`src/rtl/jkshift_pkg.sv`:
```
package jkshift_pkg;

    // Operating mode chosen by the shift_load pin
    typedef enum logic {
        MODE_LOAD  = 1'b0,
        MODE_SHIFT = 1'b1
    } mode_e;

    // Head-stage action, encoded as {j, k_n}
    typedef enum logic [1:0] {
        HEAD_CLR  = 2'b00,
        HEAD_HOLD = 2'b01,
        HEAD_TOG  = 2'b10,
        HEAD_SET  = 2'b11
    } head_act_e;

endpackage

```
`src/rtl/jkshift_head.sv`:
```
module jkshift_head
    import jkshift_pkg::*;
(
    input  logic j,
    input  logic k_n,
    input  logic cur_bit,
    output logic nxt_bit
);

    head_act_e act;

    always_comb begin
        act = head_act_e'({j, k_n});
    end

    always_comb begin
        unique case (act)
            HEAD_CLR:  nxt_bit = 1'b0;
            HEAD_HOLD: nxt_bit = cur_bit;
            HEAD_TOG:  nxt_bit = ~cur_bit;
            HEAD_SET:  nxt_bit = 1'b1;
        endcase
    end

endmodule

```
`src/rtl/jkshift_next.sv`:
```
module jkshift_next
    import jkshift_pkg::*;
#(
    parameter int WIDTH = 4
) (
    input  mode_e             mode,
    input  logic [WIDTH-1:0]  par_in,
    input  logic [WIDTH-1:0]  cur_q,
    input  logic              head_nxt,
    output logic [WIDTH-1:0]  nxt_q
);

    // Head stage: parallel bit or J-K result
    always_comb begin
        unique case (mode)
            MODE_LOAD:  nxt_q[0] = par_in[0];
            MODE_SHIFT: nxt_q[0] = head_nxt;
        endcase
    end

    // Remaining stages: parallel bit or the neighbour nearer the head
    for (genvar gi = 1; gi < WIDTH; gi++) begin : g_stage
        always_comb begin
            unique case (mode)
                MODE_LOAD:  nxt_q[gi] = par_in[gi];
                MODE_SHIFT: nxt_q[gi] = cur_q[gi-1];
            endcase
        end
    end

endmodule

```
`src/rtl/jkshift_regs.sv`:
```
module jkshift_regs #(
    parameter int WIDTH = 4
) (
    input  logic              clk,
    input  logic              clear_n,
    input  logic [WIDTH-1:0]  d,
    output logic [WIDTH-1:0]  q
);

    for (genvar gi = 0; gi < WIDTH; gi++) begin : g_ff
        always_ff @(posedge clk or negedge clear_n) begin
            if (!clear_n) begin
                q[gi] <= 1'b0;
            end else begin
                q[gi] <= d[gi];
            end
        end
    end

endmodule

```
`src/rtl/jkshift_reg.sv`:
```
module jkshift_reg
    import jkshift_pkg::*;
#(
    parameter int WIDTH = 4
) (
    input  logic              clk,
    input  logic              clear_n,
    input  logic              shift_load,
    input  logic              j,
    input  logic              k_n,
    input  logic [WIDTH-1:0]  par_in,
    output logic [WIDTH-1:0]  q,
    output logic              q_last_n
);

    localparam int LAST = WIDTH - 1;

    mode_e             mode;
    logic              head_nxt;
    logic [WIDTH-1:0]  nxt_q;

    always_comb begin
        mode = shift_load ? MODE_SHIFT : MODE_LOAD;
    end

    jkshift_head u_head (
        .j       (j),
        .k_n     (k_n),
        .cur_bit (q[0]),
        .nxt_bit (head_nxt)
    );

    jkshift_next #(.WIDTH(WIDTH)) u_next (
        .mode     (mode),
        .par_in   (par_in),
        .cur_q    (q),
        .head_nxt (head_nxt),
        .nxt_q    (nxt_q)
    );

    jkshift_regs #(.WIDTH(WIDTH)) u_regs (
        .clk     (clk),
        .clear_n (clear_n),
        .d       (nxt_q),
        .q       (q)
    );

    always_comb begin
        q_last_n = ~q[LAST];
    end

    // clear held low keeps all stages at zero across edges
    a_r1_clear_zero: assert property (@(posedge clk)
        !clear_n |-> (q == '0));

    // load copies the parallel word, whatever j and k_n are
    a_r2_load_copy: assert property (@(posedge clk) disable iff (!clear_n)
        ($past(clear_n) && !$past(shift_load)) |-> (q == $past(par_in)));

    // shift moves every stage one place toward the tail
    a_r4_shift_move: assert property (@(posedge clk) disable iff (!clear_n)
        ($past(clear_n) && $past(shift_load)) |-> (q[LAST:1] == $past(q[LAST-1:0])));

    // head stage follows the J-K action table
    a_r5_head_clr: assert property (@(posedge clk) disable iff (!clear_n)
        ($past(clear_n) && $past(shift_load) && !$past(j) && !$past(k_n)) |-> (q[0] == 1'b0));

    a_r5_head_set: assert property (@(posedge clk) disable iff (!clear_n)
        ($past(clear_n) && $past(shift_load) && $past(j) && $past(k_n)) |-> (q[0] == 1'b1));

    a_r5_head_tog: assert property (@(posedge clk) disable iff (!clear_n)
        ($past(clear_n) && $past(shift_load) && $past(j) && !$past(k_n)) |-> (q[0] != $past(q[0])));

    a_r5_head_hold: assert property (@(posedge clk) disable iff (!clear_n)
        ($past(clear_n) && $past(shift_load) && !$past(j) && $past(k_n)) |-> $stable(q[0]));

endmodule

```
`config.mk`:
```
export PLATFORM = sky130hd
export DESIGN_NAME = jkshift_reg
export DESIGN_NICKNAME = d
export VERILOG_FILES = /design/src/rtl/jkshift_pkg.sv /design/src/rtl/jkshift_head.sv /design/src/rtl/jkshift_next.sv /design/src/rtl/jkshift_regs.sv /design/src/rtl/jkshift_reg.sv
export SDC_FILE = /design/constraint.sdc
export NUM_CORES = 1
export LEC_CHECK = 0
export BUFFER_PORTS_ARGS = -buffer_cell sky130_fd_sc_hd__clkbuf_2
export CORE_AREA = 2 2 39 41
export CTS_BUF_LIST = sky130_fd_sc_hd__clkbuf_2
export DETAILED_ROUTE_END_ITERATION = 10
export DIE_AREA = 0 0 41 43
export GPL_TIMING_DRIVEN = 0
export PLACE_DENSITY = 0.4
export SETUP_SLACK_MARGIN = 0.15
export SLEW_MARGIN = 20
export SYNTH_ARGS = -nofsm -noshare
export SYNTH_HDL_FRONTEND = slang
export SYNTH_SLANG_ARGS = --single-unit
```
`constraint.sdc`:
```
create_clock -name clk -period 0.8 [get_ports clk]
set_clock_uncertainty 0.05 [all_clocks]
set_input_delay 0.08 -clock clk [delete_from_list [all_inputs] [get_ports clk]]
set_output_delay 0.08 -clock clk [all_outputs]
set_load 0.02 [all_outputs]
```
* Yosys cells after proc, flatten, opt, wreduce, memory -nomap -nowiden
Index checks and enable logic that the tools add are counted. Widths: inputs -> output; s select.
Storage, ports and cells: output and inout port bits 5, logic and storage cells 18, register bits after elaboration 4
Operators by class: reductions and logical operators 1, mux-type cells 6, bitwise logic cells 3, eq/ne operators 4
Operator list (count):
- $pmux 1 s2 | 4
- $eq 2x2->1 const B | 2
- $not 1->1 | 3
- $pmux 1 s3 | 1
- $eq 2x1->1 const B | 1
- $logic_not 2->1 | 1
- $ne 2x2->1 const B | 1
- $mux 1 | 1

* Logic depth before layout (Yosys ltp)
depth in word-level cells 3, depth in mapped cells 2, mapped depth without buffers 2

* Hierarchy
A second synthesis with hierarchy kept.
Unflattened totals: cells, all modules 10, area, all modules 163.9 sq um
By module, submodules not included:
- jkshift_regs | area each 100.1 sq um, cells an instance 4, times used 1
- jkshift_next | area each 45.0 sq um, cells an instance 4, times used 1
- jkshift_head | area each 15.0 sq um, cells an instance 1, times used 1
- jkshift_reg | area each 3.8 sq um, cells an instance 1, times used 1

* Least setup slack after synthesis
Ideal clock, no wire load.
path type reg2reg, start point register u_regs.q[1], end point register u_regs.q[2], setup slack -0.077 ns, setup time 0.125 ns, required time 0.625 ns, arrival 0.703 ns, path buffers 0, cell stages (with the launch flop) 2, cells stage by stage dfrtp_1 mux2_2
On the way: word-level cells in the longest chain between the ends 1
RTL lines:
- from (decl) | RTL line jkshift_regs.sv:7 | output logic [WIDTH-1:0] q
- from (signal, indexed assignment) | RTL line jkshift_regs.sv:15 | q[gi] <= d[gi];
- $pmux 1 s2 | RTL line jkshift_next.sv:24 | unique case (mode)
- via nxt_q[2] | RTL line jkshift_reg.sv:20 | logic [WIDTH-1:0] nxt_q;
The timed path passes the listed nets, and every way through them passes these cells. A chain may end at the register's enable or synchronous reset.

* Worst setup path in the final report
start point register u_regs.q[0], end point output port q[0]
RTL lines:
- to (decl) | RTL line jkshift_reg.sv:12 | output logic [WIDTH-1:0] q,
No word-level cell between the ends.

==> results.ini <==
[setup_path]
cp.required_ns=0.67
reg2regPathDepth=2
cp-start-kind=register
critical_path_class=reg -> out
slowest_stage=dfrtp_1
r2r_setup_slack_ns=-0.13
endpoint_kind=output pin
path_cells=buf_6, buf_8
cp_max_fo=2
arrival_ns=0.82
crit_cells=2
critical_path.top_delay_family=flip-flops
critPathMaxStageDelay_ns=0.38
cp_num_buf_inv=2

[yosys]
synth_ff_type=dfrtp_1
ys_types=7
synth_nets=21
ys_ff_latch=4
ys_top_cells_by_area=dfrtp_1 (61%), mux2_2 (21%), mux2i_1 (6.1%)
yosysWarningCount=0
syn-mean-instance-area_sq_um=13.7
netlist_area_sq_um=164
yosys.area.top_type=dfrtp_1
synthArstFlopShare=1.00
seq_area_frac_synth=0.611
synthTopCellsByCount=dfrtp_1 (4), mux2_2 (3)
synth_cells=12
synthDominantCellAreaShare=0.611
synth.most_common_cell=dfrtp_1
synth_edf_count=0

[die]
die_area_sq_um=1760
fp-row-count=14
die_w_microns=41
io_pins=14
start_util=0.118
core_sq_um=1380
die_h_microns=43

[layout]
largest-register=u_regs.q
layout-drive-gt1-share=0.839
syn_to_final_growth_pct=111
nets=41
largest_reg_flops=4
reg.largest.list=u_regs.q (4)
final_util=0.250
n_antenna_cell=0

[sta]
drv_slew=0
setup_viol=9
fin_ws_ns=-0.151
tightest_slew_ns=0.116
whs_ns=0.0583
post-route-min-period_ns=0.951
fmax_mhz=1050
period_share=1.19
hold_viol_final=0
max-slew-margin-rel=0.920
rsz0062_at_grt=yes

[clock_network]
cts.htree.levels=1
clock-sinks=4
root_buffer=clkbuf_2
path_clk_slew_ns=0.05
numCtsBuffers=3
cts_tree=built
cts_max_path_buffers=2
clkLatencyLatePin_ns=0.21

[power]
ir_drop_mv=0.413
p_per_area_nw_per_um2=1860
p_leak_uw=0.000180

[job]
drv_cap=0

[global_route]
grt_max_degree=6
antenna_found_initial=0
grt_pass1_wl_microns=724
grt_usage=0.0695
grt-ovfl-total=0
grt_pass1_vias=170

[detailed_routing]
firstDrtPassIters=2
viasPerCell=3.40
wl_per_cell_microns=8.89
vias=160
ant_nets=0
drc=0
wl_microns=418
drtIter0Drc=2

[placed_design]
portBuffers=13
gp_congestion=0.558

[hold_path]
hold_class=in -> reg
hold_depth=2

[status]
status=complete, but fails checks
violations=setup timing

[metal layers]
metal | GRT usage | wire length, microns | share of wire
met2 | 0.0781 | 162 | 0.39
met1 | 0.0714 | 180 | 0.43
met4 | 0.0800 | 0 | 0
met5 | 0 | 0 | 0
met3 | 0.0524 | 75 | 0.18
[layout by cell type (no fill, tap or decap)]
cell	count
buf_4	1
a21oi_1	1
buf_6	4
clkbuf_2	12
nor2_1	1
dfrtp_1	1
dfrtp_2	3
mux2_4	3
inv_4	1
dlygate4sd3_1	1
mux2i_1	1
buf_8	2
[repair_timing]
item,CTS,global route
gates resized for setup,3,11
endpoints found under the setup margin,9,9
hold buffers,1,0
buffers inserted,0,1
pin swaps,0,0
endpoints found under the hold margin,4,0
[where the power goes]
group          switching, uW  internal (uW)
Clock                   84.8            132
Combinational           70.7            113
Sequential              17.2            226
[final cells by class]
cell class | count | area [sq um]
clock buffer | 4 | 20.0
inverter | 1 | 6.26
fill | 154 | 1040
multi-input combinational | 6 | 63.8
timing repair buffer | 15 | 121
tap | 16 | 20.0
sequential | 4 | 104
buffer | 1 | 11.3
[worst register-to-register path: stages (launching register included)]
cell	delay [ns]
dfrtp_1	0.38
buf_4	0.14
mux2_4	0.24
[through the flow]
step | instances | cell area (sq um) | power, uW | setup TNS, ns | worst slack (ns)
after CTS | 46 | 318 | 626 | -0.815 | -0.222
after global routing | 47 | 347 | 696 | -1.10 | -0.188
final | 47 | 347 | 644 | -0.778 | -0.151
after detailed placement | 41 | 270 | 377 | -0.0824 | -0.0339
after floorplan | 12 | 185 | 321 | -0.139 | -0.0624
after global placement | 41 | 270 | 373 | -0.0386 | -0.0269
[cell families after synthesis]
group,Yosys count,share of synthesized area
simple gates,1,0.0229
flops,4,0.611
compound gates,1,0.0305
buf+inv,2,0.0687
mux,4,0.267
[path summary, 6_finish.rpt]
check / startpoint / to
worst max register to register: u_regs.q[0] / u_regs.q[1]
worst max-delay path: u_regs.q[0] / q[0]
min in group asynchronous: clear_n / u_regs.q[1]
max in group asynchronous: clear_n / u_regs.q[3]
worst min register to register: u_regs.q[1] / u_regs.q[2]
worst min-delay path: par_in[2] / u_regs.q[2]
Note: power is estimated with default switching activity, not from simulation.
